[config.mk]
export PLATFORM = sky130hd
export DESIGN_NAME = tmr_ctl_regs
export DESIGN_NICKNAME = d
export VERILOG_FILES = /design/src/rtl/tmr_pkg.sv /design/src/rtl/tmr_addr_dec.sv /design/src/rtl/tmr_vec_reg.sv /design/src/rtl/tmr_irq_gen.sv /design/src/rtl/tmr_ctl_regs.sv
export SDC_FILE = /design/constraint.sdc
export NUM_CORES = 1
export LEC_CHECK = 0
export BUFFER_PORTS_ARGS = -buffer_cell sky130_fd_sc_hd__clkbuf_2
export CAP_MARGIN = 0
export CORE_AREA = 2 2 83 85
export CTS_CLUSTER_SIZE = 20
export DETAILED_ROUTE_END_ITERATION = 7
export DIE_AREA = 0 0 85 87
export GPL_ROUTABILITY_DRIVEN = 0
export PLACE_DENSITY = 0.78
export REMOVE_ABC_BUFFERS = 1
export SYNTH_ARGS = -nofsm -noshare
export SYNTH_HDL_FRONTEND = slang
export SYNTH_SLANG_ARGS = --single-unit
[constraint.sdc]
create_clock -name clk_i -period 2 [get_ports clk_i]
set_clock_uncertainty 0.2 [all_clocks]
set_input_delay 0.3 -clock clk_i [delete_from_list [all_inputs] [get_ports clk_i]]
set_output_delay 0.3 -clock clk_i [all_outputs]
set_load 0.005 [all_outputs]
[src/rtl/tmr_pkg.sv]
package tmr_pkg;

  typedef enum logic [1:0] {
    OP_NONE = 2'd0,
    OP_LOAD = 2'd1,
    OP_SET  = 2'd2,
    OP_CLR  = 2'd3
  } vec_op_e;

  localparam int unsigned WORD_W   = 32;
  localparam int unsigned HALF_OFS = 16;

  // byte offsets: load / set / clear per vector
  localparam int unsigned EN_LD   = 'h00;
  localparam int unsigned EN_ST   = 'h04;
  localparam int unsigned EN_CL   = 'h08;
  localparam int unsigned STOP_LD = 'h0C;
  localparam int unsigned STOP_ST = 'h1C;
  localparam int unsigned STOP_CL = 'h2C;
  localparam int unsigned FLAG_LD = 'h10;
  localparam int unsigned FLAG_ST = 'h14;
  localparam int unsigned FLAG_CL = 'h18;
  localparam int unsigned MASK_LD = 'h20;
  localparam int unsigned MASK_ST = 'h24;
  localparam int unsigned MASK_CL = 'h28;

  function automatic logic [WORD_W-1:0] impl_bits(int unsigned num_ch);
    logic [WORD_W-1:0] m;
    m = '0;
    for (int unsigned i = 0; i < HALF_OFS; i++) begin
      if (i < num_ch) begin
        m[i]            = 1'b1;
        m[i + HALF_OFS] = 1'b1;
      end
    end
    return m;
  endfunction

endpackage

[src/rtl/tmr_addr_dec.sv]
module tmr_addr_dec
  import tmr_pkg::*;
#(
  parameter int unsigned ADDR_W = 8
) (
  input  logic              req_i,
  input  logic              we_i,
  input  logic [ADDR_W-1:0] addr_i,
  output vec_op_e           en_op_o,
  output vec_op_e           stop_op_o,
  output vec_op_e           flag_op_o,
  output vec_op_e           mask_op_o,
  output logic [3:0]        rd_sel_o
);

  function automatic vec_op_e op_of(logic [ADDR_W-1:0] a, int unsigned ld,
                                    int unsigned st, int unsigned cl);
    if (a == ADDR_W'(ld)) return OP_LOAD;
    if (a == ADDR_W'(st)) return OP_SET;
    if (a == ADDR_W'(cl)) return OP_CLR;
    return OP_NONE;
  endfunction

  vec_op_e en_hit, stop_hit, flag_hit, mask_hit;
  logic    wr;

  always_comb begin
    en_hit   = op_of(addr_i, EN_LD, EN_ST, EN_CL);
    stop_hit = op_of(addr_i, STOP_LD, STOP_ST, STOP_CL);
    flag_hit = op_of(addr_i, FLAG_LD, FLAG_ST, FLAG_CL);
    mask_hit = op_of(addr_i, MASK_LD, MASK_ST, MASK_CL);
    wr       = req_i & we_i;

    en_op_o   = wr ? en_hit   : OP_NONE;
    stop_op_o = wr ? stop_hit : OP_NONE;
    flag_op_o = wr ? flag_hit : OP_NONE;
    mask_op_o = wr ? mask_hit : OP_NONE;

    rd_sel_o = {4{req_i & ~we_i}} &
               {mask_hit != OP_NONE, flag_hit != OP_NONE,
                stop_hit != OP_NONE, en_hit != OP_NONE};
  end

endmodule

[src/rtl/tmr_vec_reg.sv]
module tmr_vec_reg
  import tmr_pkg::*;
#(
  parameter int unsigned W       = 8,
  parameter logic [W-1:0] RST_VAL = '0,
  parameter logic [W-1:0] KEEP    = '1
) (
  input  logic         clk_i,
  input  logic         rst_ni,
  input  vec_op_e      op_i,
  input  logic [W-1:0] wdata_i,
  input  logic [W-1:0] hw_set_i,
  output logic [W-1:0] q_o
);

  logic [W-1:0] sw_nxt, nxt;

  always_comb begin
    unique case (op_i)
      OP_LOAD: sw_nxt = wdata_i;
      OP_SET:  sw_nxt = q_o | wdata_i;
      OP_CLR:  sw_nxt = q_o & ~wdata_i;
      default: sw_nxt = q_o;
    endcase
    // hardware set dominates any software update
    nxt = (sw_nxt | hw_set_i) & KEEP;
  end

  always_ff @(posedge clk_i or negedge rst_ni) begin
    if (!rst_ni) q_o <= RST_VAL & KEEP;
    else         q_o <= nxt;
  end

endmodule

[src/rtl/tmr_irq_gen.sv]
module tmr_irq_gen #(
  parameter int unsigned W = 32
) (
  input  logic         clk_i,
  input  logic         rst_ni,
  input  logic [W-1:0] flag_i,
  input  logic [W-1:0] mask_i,
  output logic         irq_o
);

  always_ff @(posedge clk_i or negedge rst_ni) begin
    if (!rst_ni) irq_o <= 1'b0;
    else         irq_o <= |(flag_i & ~mask_i);
  end

endmodule

[src/rtl/tmr_ctl_regs.sv]
module tmr_ctl_regs
  import tmr_pkg::*;
#(
  parameter int unsigned NUM_CH = 8,
  parameter int unsigned ADDR_W = 8
) (
  input  logic              clk_i,
  input  logic              rst_ni,
  input  logic              req_i,
  input  logic              we_i,
  input  logic [ADDR_W-1:0] addr_i,
  input  logic [31:0]       wdata_i,
  output logic [31:0]       rdata_o,
  input  logic [NUM_CH-1:0] full_evt_i,
  input  logic [NUM_CH-1:0] half_evt_i,
  output logic [NUM_CH-1:0] stop_o,
  output logic [NUM_CH-1:0] enable_o,
  output logic              irq_o
);

  localparam logic [WORD_W-1:0] IRQ_BITS = impl_bits(NUM_CH);

  vec_op_e           en_op, stop_op, flag_op, mask_op;
  logic [3:0]        rd_sel;
  logic [WORD_W-1:0] flag_q, mask_q, flag_hw;

  tmr_addr_dec #(.ADDR_W(ADDR_W)) u_dec (
    .req_i    (req_i),
    .we_i     (we_i),
    .addr_i   (addr_i),
    .en_op_o  (en_op),
    .stop_op_o(stop_op),
    .flag_op_o(flag_op),
    .mask_op_o(mask_op),
    .rd_sel_o (rd_sel)
  );

  always_comb begin
    flag_hw = '0;
    for (int unsigned n = 0; n < NUM_CH; n++) begin
      flag_hw[n]            = full_evt_i[n];
      flag_hw[n + HALF_OFS] = half_evt_i[n];
    end
  end

  tmr_vec_reg #(.W(NUM_CH), .RST_VAL('0)) u_en (
    .clk_i, .rst_ni, .op_i(en_op), .wdata_i(wdata_i[NUM_CH-1:0]),
    .hw_set_i('0), .q_o(enable_o)
  );

  tmr_vec_reg #(.W(NUM_CH), .RST_VAL('1)) u_stop (
    .clk_i, .rst_ni, .op_i(stop_op), .wdata_i(wdata_i[NUM_CH-1:0]),
    .hw_set_i('0), .q_o(stop_o)
  );

  tmr_vec_reg #(.W(WORD_W), .RST_VAL('0), .KEEP(IRQ_BITS)) u_flag (
    .clk_i, .rst_ni, .op_i(flag_op), .wdata_i(wdata_i),
    .hw_set_i(flag_hw), .q_o(flag_q)
  );

  tmr_vec_reg #(.W(WORD_W), .RST_VAL('1), .KEEP(IRQ_BITS)) u_mask (
    .clk_i, .rst_ni, .op_i(mask_op), .wdata_i(wdata_i),
    .hw_set_i('0), .q_o(mask_q)
  );

  tmr_irq_gen #(.W(WORD_W)) u_irq (
    .clk_i, .rst_ni, .flag_i(flag_q), .mask_i(mask_q), .irq_o(irq_o)
  );

  always_comb begin
    rdata_o = '0;
    if (rd_sel[0]) rdata_o = WORD_W'(enable_o);
    if (rd_sel[1]) rdata_o = WORD_W'(stop_o);
    if (rd_sel[2]) rdata_o = flag_q;
    if (rd_sel[3]) rdata_o = mask_q;
  end

endmodule

[After elaboration in Yosys (flattened, before gate mapping)]
Index checks and enable logic that the tools add are counted.
Word-level totals
  register bits after elaboration: 49
  input port bits: 60
  output and inout port bits: 49
  word-level logic and storage cells: 114
Cells by class
  equality and inequality tests: 23
  muxes and demuxes: 60
  bitwise operators: 17
  reduce and logical (&&, ||, !) cells: 9
Operators with widths (number)
  $pmux W24 S3: 2
  $mux W32: 3
  $or A24 B24 Y24: 3
  $mux W2: 28
  $and A24 B24 Y24: 2
  $pmux W8 S3: 2
  $and A24 B32 Y32: 1
  $eq A8 B5 Y1 const B: 4
  $eq A8 B6 Y1 const B: 4
  $not A24 Y32: 1
  $reduce_or A32 Y1: 1
  $mux W1: 24
  $not A24 Y24: 1
  $and A8 B8 Y8: 2
  $eq A2 B2 Y1 const B: 8
  $eq A8 B4 Y1 const B: 2
  $or A8 B8 Y8: 2
  $reduce_bool A3 Y1: 3
  $eq A2 B1 Y1 const B: 4
  $eq A8 B3 Y1 const B: 1
  $logic_not A8 Y1: 1
  $mux W8: 1
  $not A8 Y8: 1
  $reduce_bool A2 Y1: 4
  3 further kinds: 4

[Logic depth before layout (Yosys ltp)]
  word-level depth: 14
  gate-level depth with buffers: 6
  gate-level depth less buffers: 4

[Modules after synthesis]
From an unflattened synthesis, not the netlist that was laid out.
Unflattened totals
  cell total of the unflattened synthesis: 444
  area total of the unflattened synthesis: 4459.3 um^2
By module, submodules not included
  tmr_vec_reg (u_mask): times used 1, cells an instance 106, area an instance 1229.9 um^2, seq. area each 420.4 um^2
  tmr_vec_reg (u_flag): times used 1, cells an instance 106, area an instance 1209.9 um^2, seq. area each 400.4 um^2
  tmr_vec_reg (u_stop): times used 1, cells an instance 45, area an instance 561.8 um^2, seq. area each 210.2 um^2
  tmr_vec_reg (u_en): times used 1, cells an instance 45, area an instance 551.8 um^2, seq. area each 200.2 um^2
  tmr_ctl_regs: times used 1, cells an instance 66, area an instance 479.2 um^2, seq. area each 0.0 um^2
  tmr_irq_gen: times used 1, cells an instance 54, area an instance 276.5 um^2, seq. area each 25.0 um^2
  tmr_addr_dec: times used 1, cells an instance 22, area an instance 150.1 um^2, seq. area each 0.0 um^2

[Least setup slack after synthesis]
OpenSTA, ideal clock, no wires.
  path type: input -> output
  from: in we_i
  to: out rdata_o[0]
  arrival: 1.643 ns
  required time: 1.500 ns
  setup slack: -0.143 ns
  stages on the path: 4
  path buffers: 0
  cell sequence: or4b_2 -> nor3_1 -> nand2_1 -> o31ai_1
On the way
  longest elaborated chain between the ends: 7
Ends and longest elaborated chain
  start, declared: RTL line tmr_ctl_regs.sv:10  | input logic we_i,
  $not A1 Y1 *: RTL line tmr_addr_dec.sv:39  | rd_sel_o = {4{req_i & ~we_i}} &
  $and A1 B1 Y1 *: RTL line tmr_addr_dec.sv:39
  $and A4 B4 Y4 *: RTL line tmr_addr_dec.sv:39
  $mux W8: RTL line tmr_ctl_regs.sv:72  | if (rd_sel[0]) rdata_o = WORD_W'(enable_o);
  $mux W32: RTL line tmr_ctl_regs.sv:73  | if (rd_sel[1]) rdata_o = WORD_W'(stop_o);
  $mux W32: RTL line tmr_ctl_regs.sv:74  | if (rd_sel[2]) rdata_o = flag_q;
  $mux W32 *: RTL line tmr_ctl_regs.sv:75  | if (rd_sel[3]) rdata_o = mask_q;
  end, declared: RTL line tmr_ctl_regs.sv:13  | output logic [31:0] rdata_o,
Mark *: on every way between the ends. The rest lies on a longest branch, timed or not.

[Worst setup path in the final report]
Ends and elaborated chain as after synthesis.

==> qor.yml <==
outcome:
  status: "finished, violations left"
  violations: "negative setup slack"
logic_synthesis:
  ys.flop_type: "sky130_fd_sc_hd__dfrtp_1"
  post_synth.cell_area_avg_um2: 10.1
  yosysSeqAreaShare: 0.440
  synthArstFlopShare: 1.00
  post-synth-top-area-cell: "sky130_fd_sc_hd__dfstp_2"
  synth-edff-count: 0
  postSynthRegisterBits: 49
  syn_area_mm2: 0.00286
  yosys.area.top_type_share: 0.221
  yosys_warnings: 0
  synth_most_common_cell: "sky130_fd_sc_hd__a22o_1"
  netlist_instances: 283
  count_of_different_cell_masters_after_synthesis: 35
  synth_commonest_cells: "sky130_fd_sc_hd__a22o_1 (32), sky130_fd_sc_hd__dfrtp_1 (25), sky130_fd_sc_hd__dfstp_2 (24), sky130_fd_sc_hd__o31ai_1 (24), sky130_fd_sc_hd__o21ai_0 (22)"
  largest_cells_by_area_after_synthesis: "sky130_fd_sc_hd__dfstp_2 (22%), sky130_fd_sc_hd__dfrtp_1 (22%), sky130_fd_sc_hd__a22o_1 (9.8%), sky130_fd_sc_hd__o31ai_1 (6.3%), sky130_fd_sc_hd__a221o_1 (5.6%)"
global_routing:
  antenna_found_initial: 0
  first_global_vias: 2745
  grt.overflow.total: 0
  grt_pass1_wl_um: 13400
  grt_util_all_layers: 0.226
  grt_max_degree: 50
floorplanning:
  initial_core_util: 0.435
  core_region_area_mm2: 0.00657
  placementRows: 30
  horiz_die_dim_um: 85
  die_area_mm2: 0.00740
  boundaryPins: 109
  die_y_um: 87
critical_path:
  timing.critical_path.from: "we_i"
  r2r_start: "u_mask.q_o[5]$_DFFE_PN1P_"
  setup_slack_of_the_most_critical_reg_to_reg_path_ps: 600
  worstPathArrival_ps: 1760
  data_required_critical_path_ps: 1500
  worstSetupEndpointType: "output port"
  critical_path.startpoint_type: "primary input"
  criticalPathCategory: "primary input to output port"
  timing.critical_path.fanout_max: 6
power_and_ir_drop:
  combPwrFrac: 0.146
  static_power_due_to_leakage_nw: 1.60
  power-per-cell-area_mw_per_mm2: 575
  finalPower_mw: 2.18
  power.switching_mw: 0.563
  fraction_of_power_spent_switching_nets: 0.259
  share_of_power_burned_in_the_clock_network: 0.341
  power.ir.vdd_worst_uv: 346
  cellInternalPower_mw: 1.62
  p_seq_frac: 0.513
timing:
  setup_slack_ps: -260
  timing.final.setup_violations: 16
  period_share: 1.13
  rsz0062_at_grt: "true"
  slew_viol_final: 0
  finalWorstPathRequiredPeriod_ps: 2260
  clock.fmax_mhz: 442
  final-hold-violation-count: 0
routing:
  drt_drc_violations_left: 0
  drt_pass1_iterations: 4
  route.detailed.vias_per_inst: 5.98
  ant_nets: 0
  wl_per_cell_um: 17.8
  detail_route.wirelength_um: 8380
  vias: 2815
  dr.first_iter.drc_count: 227
finish:
  fillers: 564
  fraction_of_layout_cells_with_a_size_suffix_above_1: 0.435
  design_area_mm2: 0.00379
  ff_latch_area_mm2: 0.00126
  syn2layout_area_growth_pct: 32.5
  layout.nets: 450
  multi_input_area_mm2: 0.00146
  diodes: 0
clocking:
  clock_path_buffers: 2
  clockRootBuffer: "sky130_fd_sc_hd__clkbuf_8"
  cts-buffers-inserted: 5
  clock_tree_from_tritoncts: "built"
  clk_pin_slew_worst_paths_ps: 90
  clock_insertion_delay_worst_skew_ps: 300
  cts.sinks: 49
  cts_htree_levels: 2
place:
  placement.cell_area_mm2: 0.00347
  hpwlAfterDp_um: 6050
  placement.io_buffers: 76
  placement.setup.worst_slack_ps: -553
min_path:
  min_path_type: "primary input to register"
  origin_of_the_worst_min_delay_path: "full_evt_i[5]"
run:
  cap_violations: 0
power by group through the flow:
| stage | Clock, mW | Sequential [mW] | Combinational (mW) |
|---|---|---|---|
| after global routing | 0.781 | 1.12 | 0.348 |
| final | 0.744 | 1.12 | 0.318 |
| after detailed placement | 0 | 1.13 | 0.287 |
| after global placement | 0 | 1.13 | 0.280 |
| after CTS | 0.742 | 1.11 | 0.311 |
| after floorplan | 0 | 1.12 | 0.107 |
kinds of logic (layout without fill, tap and decap cells):
family / Yosys count / count (layout) / synth area share
AOI/OAI and AO/OA: 138 / 138 / 0.352
buffers and inverters: 51 / 144 / 0.0981
DFF: 49 / 49 / 0.440
and+or+nand+nor: 43 / 43 / 0.106
other: 1 / 16 / 0.00131
xor gates and xnor gates: 1 / 1 / 0.00307
registers in the layout, summed over array words and instances (netlist names):
| name | cells |
|---|---|
| u_mask.q_o | 16 |
| u_en.q_o | 8 |
| u_stop.q_o | 8 |
| u_irq.irq_o | 1 |
| u_flag.q_o | 16 |
layout make-up:
cell class | instances | area share
tap | 80 | 0.0264
inverter | 16 | 0.0159
clock buffer | 6 | 0.0218
timing repair buffer | 120 | 0.208
multi-input combinational | 198 | 0.386
clock inverter | 2 | 0.00991
sequential | 49 | 0.332
critical path, cell delays in order:
cell and delay [ps]:
sky130_fd_sc_hd__buf_6 90, sky130_fd_sc_hd__or4b_4 550, sky130_fd_sc_hd__buf_6 140, sky130_fd_sc_hd__nor3_4 210
sky130_fd_sc_hd__buf_6 180, sky130_fd_sc_hd__nand2_2 70, sky130_fd_sc_hd__o31ai_2 60, sky130_fd_sc_hd__buf_2 150
path summary, 6_finish.rpt:
kind / end / depth (start not counted)
hold reg to reg: u_flag.q_o[21]$_DFF_PN0_ / 1
max in group asynchronous: u_stop.q_o[0]$_DFFE_PN1P_ / 3
hold / removal: u_flag.q_o[5]$_DFF_PN0_ / 2
min in group asynchronous: u_en.q_o[5]$_DFFE_PN0P_ / 3
setup reg to reg: u_irq.irq_o$_DFF_PN0_ / 3
setup / recovery: rdata_o[0] / 8
routing by layer:
metal / global-route usage / share of wire / vias to the layer above
li1: - / - / 1297
met5: 0 / 0 / -
met4: 0.0779 / 0.015 / 0
met3: 0.0455 / 0.069 / 15
met2: 0.390 / 0.51 / 125
met1: 0.285 / 0.41 / 1378
cell usage in the layout, fill, tap and decap left out, types with 9 or more instances in the layout:
| master | instances |
|---|---|
| sky130_fd_sc_hd__dfstp_2 | 24 |
| sky130_fd_sc_hd__dfrtp_1 | 25 |
| sky130_fd_sc_hd__o22ai_1 | 11 |
| sky130_fd_sc_hd__conb_1 | 16 |
| sky130_fd_sc_hd__inv_1 | 16 |
| sky130_fd_sc_hd__nand2_1 | 12 |
| sky130_fd_sc_hd__o21ai_0 | 22 |
| sky130_fd_sc_hd__o21ai_1 | 11 |
| sky130_fd_sc_hd__buf_4 | 29 |
| sky130_fd_sc_hd__a221o_1 | 16 |
| sky130_fd_sc_hd__o31ai_1 | 18 |
| sky130_fd_sc_hd__clkbuf_2 | 67 |
| sky130_fd_sc_hd__dlygate4sd3_1 | 9 |
| sky130_fd_sc_hd__a22o_1 | 32 |
per-stage QoR:
step	hold WS (ps)	cells	util	setup TNS (ps)
2_1_floorplan	-196	263	-	-10080
3_3_place_gp	104	453	0.528	-9930
3_5_place_dp	112	453	0.528	-12110
4_1_cts	2.16	470	0.573	-4610
5_1_grt	1.96	471	0.577	-4620
6_report	5.78	471	0.577	-3800
repair_timing:
| action | in CTS | in global routing |
|---|---|---|
| gates resized for setup | 23 | 10 |
| hold buffers | 8 | 1 |
| endpoints found under the hold margin | 32 | 1 |
| setup endpoints to repair | 16 | 17 |
| cloned | 1 | 0 |
| setup buffers | 0 | 0 |
| pin swaps | 7 | 3 |
(Power assumes the default switching activity.)
